===== config.mk =====
export PLATFORM = sky130hd
export DESIGN_NAME = cplx_capture_sink
export DESIGN_NICKNAME = d
export VERILOG_FILES = /design/src/rtl/ccs_pkg.sv /design/src/rtl/ccs_regs.sv /design/src/rtl/ccs_ctrl.sv /design/src/rtl/ccs_mem.sv /design/src/rtl/cplx_capture_sink.sv
export SDC_FILE = /design/constraint.sdc
export NUM_CORES = 2
export LEC_CHECK = 0
export BUFFER_PORTS_ARGS = -buffer_cell sky130_fd_sc_hd__buf_2
export CAP_MARGIN = 10
export CORE_MARGIN = 2
export CORE_UTILIZATION = 45
export DETAILED_ROUTE_END_ITERATION = 7
export HOLD_SLACK_MARGIN = 0.08
export PLACE_DENSITY = 0.7
export REMOVE_ABC_BUFFERS = 1
export SLEW_MARGIN = 25
export SYNTH_ARGS = -nofsm -noshare
export SYNTH_HDL_FRONTEND = slang
export SYNTH_HIERARCHICAL = 1
export SYNTH_SLANG_ARGS = --single-unit
export TNS_END_PERCENT = 50

===== constraint.sdc =====
create_clock -name clk -period 4.74 [get_ports clk]
set_input_delay 0.711 -clock clk [delete_from_list [all_inputs] [get_ports clk]]
set_output_delay 0.711 -clock clk [all_outputs]
set_load 0.05 [all_outputs]

===== src/rtl/ccs_pkg.sv =====
package ccs_pkg;
    typedef enum logic [1:0] {
        ST_HOLD = 2'd0,
        ST_CAPT = 2'd1,
        ST_FULL = 2'd2
    } cap_state_e;

    localparam logic [7:0] OFS_IDENT = 8'h00;
    localparam logic [7:0] OFS_SRST  = 8'h04;
    localparam logic [7:0] OFS_COUNT = 8'h0C;
    localparam logic [7:0] OFS_STAT  = 8'h20;
endpackage


===== src/rtl/ccs_regs.sv =====
module ccs_regs
    import ccs_pkg::*;
#(
    parameter logic [31:0] ID_VAL  = 32'h5CA9_0001,
    parameter int          NITER_W = 12
) (
    input  logic               clk,
    input  logic               rst_n,
    input  logic               wr_en,
    input  logic [7:0]         ofs,
    input  logic [31:0]        wdata,
    input  logic               done_in,
    output logic               soft_rst,
    output logic [NITER_W-1:0] niter,
    output logic [31:0]        rd_word
);
    always_ff @(posedge clk or negedge rst_n) begin
        if (!rst_n) begin
            soft_rst <= 1'b0;
            niter    <= '0;
        end else if (wr_en) begin
            case (ofs)
                OFS_SRST:  soft_rst <= wdata[0];
                OFS_COUNT: niter    <= wdata[NITER_W-1:0];
                default: ;
            endcase
        end
    end

    always_comb begin
        rd_word = '0;
        case (ofs)
            OFS_IDENT: rd_word = ID_VAL;
            OFS_SRST:  rd_word = {31'd0, soft_rst};
            OFS_COUNT: rd_word = {{(32-NITER_W){1'b0}}, niter};
            OFS_STAT:  rd_word = {31'd0, done_in};
            default:   rd_word = '0;
        endcase
    end

    // the stored count follows the write data only through its low field
    assert_count_load_R3: assert property (@(posedge clk) disable iff (!rst_n)
        (wr_en && ofs == OFS_COUNT) |=> (niter == $past(wdata[NITER_W-1:0])));
endmodule


===== src/rtl/ccs_ctrl.sv =====
module ccs_ctrl
    import ccs_pkg::*;
#(
    parameter int BLK_LEN = 8,
    parameter int DEPTH   = 64,
    parameter int NITER_W = 12,
    localparam int CNT_W  = NITER_W + $clog2(BLK_LEN) + 1,
    localparam int IDX_W  = $clog2(DEPTH)
) (
    input  logic               clk,
    input  logic               rst_n,
    input  logic               soft_rst,
    input  logic [NITER_W-1:0] niter,
    input  logic               s_tvalid,
    output logic               s_tready,
    output logic               wr_en,
    output logic [IDX_W-1:0]   wr_idx,
    output logic               done
);
    cap_state_e       state, nxt;
    logic [CNT_W-1:0] cnt, cnt_nxt, target;

    assign target  = CNT_W'(niter) * CNT_W'(BLK_LEN);
    assign cnt_nxt = cnt + CNT_W'(wr_en);

    always_ff @(posedge clk or negedge rst_n) begin
        if (!rst_n) state <= ST_CAPT;
        else        state <= nxt;
    end

    always_comb begin
        nxt = state;
        unique case (state)
            ST_HOLD: if (!soft_rst) nxt = ST_CAPT;
            ST_CAPT: begin
                if (soft_rst)                                 nxt = ST_HOLD;
                else if (target != '0 && cnt_nxt >= target)   nxt = ST_FULL;
            end
            ST_FULL: if (soft_rst) nxt = ST_HOLD;
            default: nxt = ST_HOLD;
        endcase
    end

    always_comb begin
        s_tready = (state == ST_CAPT);
        done     = (state == ST_FULL);
        wr_en    = s_tready && s_tvalid;
        wr_idx   = cnt[IDX_W-1:0];
    end

    always_ff @(posedge clk or negedge rst_n) begin
        if (!rst_n)        cnt <= '0;
        else if (soft_rst) cnt <= '0;
        else if (wr_en)    cnt <= cnt_nxt;
    end

    // every accepted beat moves the write position by one
    assert_count_step_R4: assert property (@(posedge clk) disable iff (!rst_n)
        (wr_en && !soft_rst) |=> (cnt == $past(cnt) + 1'b1));
    // soft reset empties the counter and blocks the stream
    assert_srst_clears_R2: assert property (@(posedge clk) disable iff (!rst_n)
        soft_rst |=> (cnt == '0 && !done && !s_tready));
    // completion only once the programmed total is reached
    assert_done_at_target_R5: assert property (@(posedge clk) disable iff (!rst_n)
        $rose(done) |-> (target != '0 && cnt >= target));
    // completion is sticky and stores nothing more
    assert_no_overflow_R6: assert property (@(posedge clk) disable iff (!rst_n)
        (done && !soft_rst) |=> (done && !wr_en && $stable(cnt)));
    // a zero block count never completes
    assert_forever_R7: assert property (@(posedge clk) disable iff (!rst_n)
        (niter == '0 && !done) |=> !done);
endmodule


===== src/rtl/ccs_mem.sv =====
module ccs_mem #(
    parameter int DEPTH = 64,
    parameter int DW    = 32,
    localparam int AW   = $clog2(DEPTH)
) (
    input  logic          clk,
    input  logic          we,
    input  logic [AW-1:0] waddr,
    input  logic [DW-1:0] wdata,
    input  logic [AW-1:0] raddr,
    output logic [DW-1:0] rdata
);
    logic [DW-1:0] store [DEPTH];

    always_ff @(posedge clk) begin
        if (we) store[waddr] <= wdata;
        rdata <= store[raddr];
    end
endmodule


===== src/rtl/cplx_capture_sink.sv =====
module cplx_capture_sink
    import ccs_pkg::*;
#(
    parameter logic [31:0] ID_VAL  = 32'h5CA9_0001,
    parameter int          BLK_LEN = 8,
    parameter int          DEPTH   = 64,
    parameter int          ADDR_W  = 20,
    parameter int          NITER_W = 12,
    localparam int         MEM_AW  = $clog2(DEPTH)
) (
    input  logic              clk,
    input  logic              rst_n,
    input  logic [31:0]       s_tdata,
    input  logic              s_tvalid,
    output logic              s_tready,
    input  logic [ADDR_W-1:0] bus_addr,
    input  logic              bus_wr,
    input  logic [31:0]       bus_wdata,
    input  logic              bus_rd,
    output logic [31:0]       bus_rdata,
    output logic              bus_rvalid
);
    logic               win_hit, reg_wr, soft_rst, done, cap_we;
    logic [NITER_W-1:0] niter;
    logic [31:0]        reg_word, reg_q, mem_q;
    logic [MEM_AW-1:0]  cap_idx;
    logic               sel_reg_q;

    assign win_hit = bus_addr[ADDR_W-1] && (bus_addr[ADDR_W-2:8] == '0);
    assign reg_wr  = bus_wr && win_hit;

    ccs_regs #(.ID_VAL(ID_VAL), .NITER_W(NITER_W)) u_regs (
        .clk(clk), .rst_n(rst_n), .wr_en(reg_wr), .ofs(bus_addr[7:0]),
        .wdata(bus_wdata), .done_in(done), .soft_rst(soft_rst),
        .niter(niter), .rd_word(reg_word)
    );

    ccs_ctrl #(.BLK_LEN(BLK_LEN), .DEPTH(DEPTH), .NITER_W(NITER_W)) u_ctrl (
        .clk(clk), .rst_n(rst_n), .soft_rst(soft_rst), .niter(niter),
        .s_tvalid(s_tvalid), .s_tready(s_tready), .wr_en(cap_we),
        .wr_idx(cap_idx), .done(done)
    );

    ccs_mem #(.DEPTH(DEPTH), .DW(32)) u_mem (
        .clk(clk), .we(cap_we), .waddr(cap_idx), .wdata(s_tdata),
        .raddr(bus_addr[MEM_AW+1:2]), .rdata(mem_q)
    );

    always_ff @(posedge clk or negedge rst_n) begin
        if (!rst_n) begin
            bus_rvalid <= 1'b0;
            sel_reg_q  <= 1'b0;
            reg_q      <= '0;
        end else begin
            bus_rvalid <= bus_rd;
            if (bus_rd) begin
                sel_reg_q <= bus_addr[ADDR_W-1];
                reg_q     <= win_hit ? reg_word : 32'd0;
            end
        end
    end

    assign bus_rdata = sel_reg_q ? reg_q : mem_q;

    // read data valid exactly one cycle after each strobe
    assert_rvalid_follows_R8: assert property (@(posedge clk) disable iff (!rst_n)
        bus_rd |=> bus_rvalid);
    assert_rvalid_quiet_R8: assert property (@(posedge clk) disable iff (!rst_n)
        !bus_rd |=> !bus_rvalid);
    // status held high means the stream stays stalled
    assert_stall_when_done_R6: assert property (@(posedge clk) disable iff (!rst_n)
        (done && !soft_rst) |=> !s_tready);
endmodule


Word-level counts from Yosys, hierarchy flattened --
Memories as Yosys holds them, arrays and structs flattened. A register that Yosys moved wholly into a read port is not among the register bits. Index checks and enable logic that the tools add are counted.
Word-level totals: bits in registers 65, memory bits (writable) 2048, word-level logic and storage cells 42, memories 1
Memory list:
- u_mem.store | words 64, bits a word 32, rd ports 1, clocked after Yosys merged registers in 1, wr ports 1, line ccs_mem.sv:13 | logic [DW-1:0] store [DEPTH];
Operators by class: $add $sub $neg 1, order comparisons 1, eq/ne operators 8, muxes and demuxes 12, reductions and logical operators 12
Operators by type and width (count):
- $pmux 31 s4 | 1
- $mux 32 | 2
- $mux 16 | 2
- $add 16x1->16 | 1
- $ge 16x15->1 | 1
- $reduce_bool 16->1 | 1
- $logic_not 11->1 | 1
- $eq 8x3->1 const B | 1
- $eq 8x4->1 const B | 1
- $eq 8x6->1 const B | 1
- $logic_not 8->1 | 1
- $mux 2 | 4
- $pmux 2 s3 | 1
- $logic_and 1x1->1 | 4
- $ne 2x2->1 const B | 2
- $reduce_and 2->1 | 2
- $ne 3x1->1 const B | 1
- $reduce_and 3->1 | 1
- $eq 2x1->1 const B | 1
- $eq 2x2->1 const B | 1
- $logic_not 2->1 | 1
- $mux 1 | 2
- $reduce_bool 2->1 | 1

Longest topological paths before layout --
word-level depth 8, mapped depth 16, gate-level depth less buffers 15

Cells and area by module --
Netlist, hierarchy kept.
Modules (own cells, without submodules):
- ccs_mem | instances 1, cells an instance 3324, area an instance 78515.3 um^2, sequential area each 62139.6 um^2
- cplx_capture_sink | instances 1, cells an instance 151, area an instance 1849.3 um^2, sequential area each 850.8 um^2
- ccs_ctrl | instances 1, cells an instance 174, area an instance 1486.4 um^2, sequential area each 451.7 um^2
- ccs_regs | instances 1, cells an instance 72, area an instance 849.6 um^2, sequential area each 325.3 um^2

Worst setup path before layout --
No wires, ideal clock.
kind register to register, from reg u_ctrl.state[0], to mem u_mem.store[48][0], enable pin, arrival time 4404 ps, data required time 4279 ps, path slack -125 ps, stages on the path, launching flop included 7, buffers on the path 0, period minus slack after synthesis 4865 ps, path through dfstp_2 -> nor2b_1 -> nand2_1 -> clkinv_1 -> nor2b_1 -> nand4b_1 -> nor3_1
Between the ends: longest elaborated chain between the ends 4
RTL lines:
- start: declaration | line ccs_ctrl.sv:20 | cap_state_e state, nxt;
- start signal: assignment | line ccs_ctrl.sv:28 | else state <= nxt;
- $eq 2x1->1 | line ccs_ctrl.sv:45 | s_tready = (state == ST_CAPT);
- via s_tready | line cplx_capture_sink.sv:15 | output logic s_tready,
- $logic_and 1x1->1 | line ccs_ctrl.sv:47 | wr_en = s_tready && s_tvalid;
- via cap_we | line cplx_capture_sink.sv:23 | logic win_hit, reg_wr, soft_rst, done, cap_we;
- $mux 1 | line ccs_mem.sv:16 | if (we) store[waddr] <= wdata;
- $mux 1 (implied by the code) | line ccs_mem.sv:16
- end: declaration | line ccs_mem.sv:13
The timed path passes the listed nets, and every way through them passes these cells.

Worst setup path in the final report --
from reg u_ctrl.state[0], to reg u_ctrl.state[1]
Between the ends: longest elaborated chain between the ends 7, elaborated cells between the ends (all ways) 12
RTL lines:
- $eq 2x1->1 | line ccs_ctrl.sv:45
- $logic_and 1x1->1 | line ccs_ctrl.sv:47
- via cap_we | line cplx_capture_sink.sv:23
- $add 16x1->16 | line ccs_ctrl.sv:24 | assign cnt_nxt = cnt + CNT_W'(wr_en);
- $ge 16x15->1 | line ccs_ctrl.sv:37 | else if (target != '0 && cnt_nxt >= target) nxt = ST_FULL;
- $logic_and 1x1->1 | line ccs_ctrl.sv:37
- $ne 3x1->1 (no line)
- $reduce_and 3->1 (no line)
The timed path passes the listed nets, and every way through them passes these cells. A chain may end at the register's enable or synchronous reset.

==> flow_metrics.env <==
export IMPL_r2r_slack_ns=0.87
export IMPL_grt_usage_pct=21.64
export IMPL_place_gp_congestion=0.8358
export IMPL_ys_types=68
export IMPL_seq_area_frac_synth_pct=77.11
export IMPL_timing_fmax_mhz=258.1
export IMPL_max_slew_margin_pct=30.39
export IMPL_drc=0
export IMPL_fp_coreArea_um2=182900
export IMPL_cts_made_buffers=207
export IMPL_crit_type="flip-flop to flip-flop"
export IMPL_finalMaxSlewViolations=0
export IMPL_mostFrequentLayoutCells="edfxtp_1, mux4_2, clkbuf_16, buf_4, nor2_1"
export IMPL_grt_pass1_wl_um=289500
export IMPL_dieArea_um2=187200
export IMPL_wl_per_cell_um=30.34
export IMPL_tns_ns=0
export IMPL_yosysWarnings=6
export IMPL_crit_required_ns=5.50
export IMPL_cts_tree="done"
export IMPL_first_pass_iters=5
export IMPL_htree_num_levels=4
export IMPL_row_count=157
export IMPL_detail_route_antenna_nets=0
export IMPL_hp_start="bus_addr[19]"
export IMPL_p_per_area_nw_per_um2=426.9
export IMPL_placement_io_buffers=102
export IMPL_reg2reg_depth=16
export IMPL_initial_utilization_pct=45.22
export IMPL_synthFlopType="edfxtp_1"
export IMPL_final_min_clock_period_ns=3.875
export IMPL_crit_start="u_ctrl/state[0]$_DFFE_PN1P_"
export IMPL_total_power_mw=40.16
export IMPL_die_w_um=432.7
export IMPL_clk_path_buf_depth=3
export IMPL_status="completed"
export IMPL_dp_hpwl_um=113500
export IMPL_ios=123
export IMPL_rsz0062_at_grt="no"
export IMPL_via_count=40220
export IMPL_holdWs_ns=0.1358
export IMPL_placed_area_um2=87350
export IMPL_synth_area_per_cell_um2=22.23
export IMPL_drv_cap=0
export IMPL_grt_antenna_before_repair=6
export IMPL_vdd_drop_max_uv=388.8
export IMPL_dp_slack_ns=0.8807
export IMPL_fin_area_um2=94090
export IMPL_grt_pass1_vias=40700
export IMPL_placed_cells=6247
export IMPL_clock_skew_ns=0.03092
export IMPL_cts_hold_buf=12
export IMPL_period_share_pct=81.75
export IMPL_hold_path_class="input pin to flip-flop"
export IMPL_cts_root_buf="clkbuf_16"
export IMPL_tightestPinTransition_ns=1.042
export IMPL_r2r_end="u_ctrl/state[1]$_DFFE_PN0P_"
export IMPL_die_h_um=432.7
export IMPL_hold_path_end="sel_reg_q$_DFFE_PN0P_"
export IMPL_arrival_ns=4.64
export IMPL_instances_no_fill=6646
export IMPL_worst_skew_pair_late_latency_ns=0.82
export IMPL_syn_inst=3721
export IMPL_routed_via_density=6.051
export IMPL_ctsResizeCount=0
export IMPL_overflow=0
export IMPL_ys_ff_latch=2145
export IMPL_multiInputGateArea_um2=18160
export IMPL_critPathMaxFanout=14
export IMPL_drive_above_1_share_pct=29.66
export IMPL_synth_edf_count=2048
export IMPL_nets=4109
export IMPL_syn_area_um2=82700
export IMPL_layout_commonest_cell="edfxtp_1"
export IMPL_seq_area_um2=63770
export IMPL_postCtsSetupBuffers=0
export IMPL_fin_util_pct=51.45
export IMPL_clock_sinks=2145
export IMPL_hold_viol=0
export IMPL_timing_final_ws_setup_ns=0.8650
export IMPL_fillers=14030
export IMPL_min_path_cells=2
export IMPL_wirelength_um=201600
export IMPL_async_reset_ff_share_pct=3.030
export IMPL_syn2layout_area_growth_pct=13.77
export IMPL_r2r_start="u_ctrl/state[0]$_DFFE_PN1P_"
export IMPL_grt_max_degree=67
export IMPL_timing_critical_path_from_type="flip-flop"
export IMPL_clk_pin_slew_worst_paths_ns=0.06
export IMPL_p_leak_nw=29.89
export IMPL_setup_worst_path_end_class="flip-flop"
export IMPL_finalSetupViolCount=0
export IMPL_dr_first_iter_drc_count=4745
-- worst max-delay path: stages, from the launching register on --
cell and delay [ns]:
dfstp_2 0.54, nor2b_1 0.21, nand2_1 0.11, clkinv_1 0.06, buf_4 0.18, ha_1 0.23
ha_1 0.23, nand3_2 0.14, or4_1 0.56, nor2_1 0.18, xor2_1 0.09, ha_1 0.27
nand2_1 0.07, nor2_1 0.14, or4b_1 0.45, o2111ai_1 0.13, a41o_1 0.21
-- final cells by class --
| cell class | instances | share of cell area [%] |
|---|---|---|
| Multi-Input combinational cell | 1340 | 19.30 |
| Timing Repair Buffer | 294 | 2.640 |
| Clock buffer | 280 | 6.036 |
| Sequential cell | 2145 | 67.78 |
| Tap cell | 2464 | 3.277 |
| Antenna cell | 4 | 0.01064 |
| Clock inverter | 101 | 0.8910 |
| Inverter | 18 | 0.07181 |
-- cell usage after synthesis (all sizes together), types with 5 or more instances --
library cell / n / area [um2]
nand4: 8 / 56.30
dfrtp: 64 / 1602
o21ai: 6 / 30.03
xor2: 9 / 78.83
a21oi: 73 / 365.4
buf: 146 / 905.9
and3: 7 / 45.05
mux2i: 93 / 930.9
nor3: 13 / 80.08
edfxtp: 2048 / 61500
inv: 17 / 63.81
or3: 6 / 37.54
o221ai: 27 / 236.5
mux2: 46 / 555.5
a22oi: 12 / 90.09
nand2: 42 / 165.2
mux4: 544 / 12250
a311oi: 9 / 78.83
nand3b: 5 / 37.54
nand2b: 8 / 50.05
dfxtp: 32 / 640.6
a41o: 5 / 50.05
clkbuf: 83 / 321.6
a31o: 32 / 280.3
and2: 14 / 87.58
o22ai: 84 / 525.5
ha: 14 / 175.2
or3b: 5 / 43.80
nor2: 157 / 589.3
nor2b: 49 / 306.5
xnor2: 16 / 140.1
nand3: 12 / 65.06
nor4: 8 / 77.57
-- cell families (layout without fill, tap and decap cells) --
| kind of cell | Yosys count | after routing | share of synthesized area, % |
|---|---|---|---|
| flops | 2145 | 2145 | 77.11 |
| mux | 683 | 683 | 16.61 |
| simple gates | 349 | 349 | 2.142 |
| compound gates | 257 | 257 | 2.092 |
| buf+inv | 247 | 693 | 1.566 |
| xor+xnor | 25 | 25 | 0.2648 |
| fa+ha+maj | 14 | 14 | 0.2118 |
| other cells | 1 | 16 | 0.004534 |
-- layer usage --
| layer | vias up | track usage [%] | part of all wire (%) |
|---|---|---|---|
| li1 | 16190 | - | - |
| met1 | 21690 | 29.84 | 39 |
| met2 | 1979 | 34.73 | 49 |
| met3 | 351 | 3.925 | 8.6 |
| met4 | 0 | 7.945 | 3.7 |
| met5 | - | 0 | 0 |
-- report_power, final --
part | switching [mW] | leakage (nW) | internal, mW
sequential | 0.208 | 19.6 | 21.3
clock | 6.89 | 3.18 | 8.94
combinational | 1.90 | 7.13 | 0.945
total | 8.99 | 29.9 | 31.2
-- flip-flops by register name, summed over array words and instances, names as in the netlist --
register	flops
bus_rvalid	1
u_regs/soft_rst	1
u_ctrl/cnt	16
u_mem/rdata	32
u_mem/store	2048
reg_q	32
sel_reg_q	1
u_regs/niter	12
u_ctrl/state	2
-- how the worst max path moves through the flow --
| stage | endpoint | slack (ns) | cells past startpoint |
|---|---|---|---|
| finish | u_ctrl/state[1]$_DFFE_PN0P_ | 0.87 | 16 |
| global route | u_ctrl/state[1]$_DFFE_PN0P_ | 0.63 | 16 |
| CTS | u_ctrl/state[1]$_DFFE_PN0P_ | 0.90 | 16 |
| detailed placement | u_ctrl/state[1]$_DFFE_PN0P_ | 0.88 | 16 |
| global placement | u_ctrl/state[1]$_DFFE_PN0P_ | 0.83 | 16 |
| floorplan | u_mem/store[48][0]$_DFFE_PP_ | -0.37 | 6 |
Power figures use the tool's default switching activity.
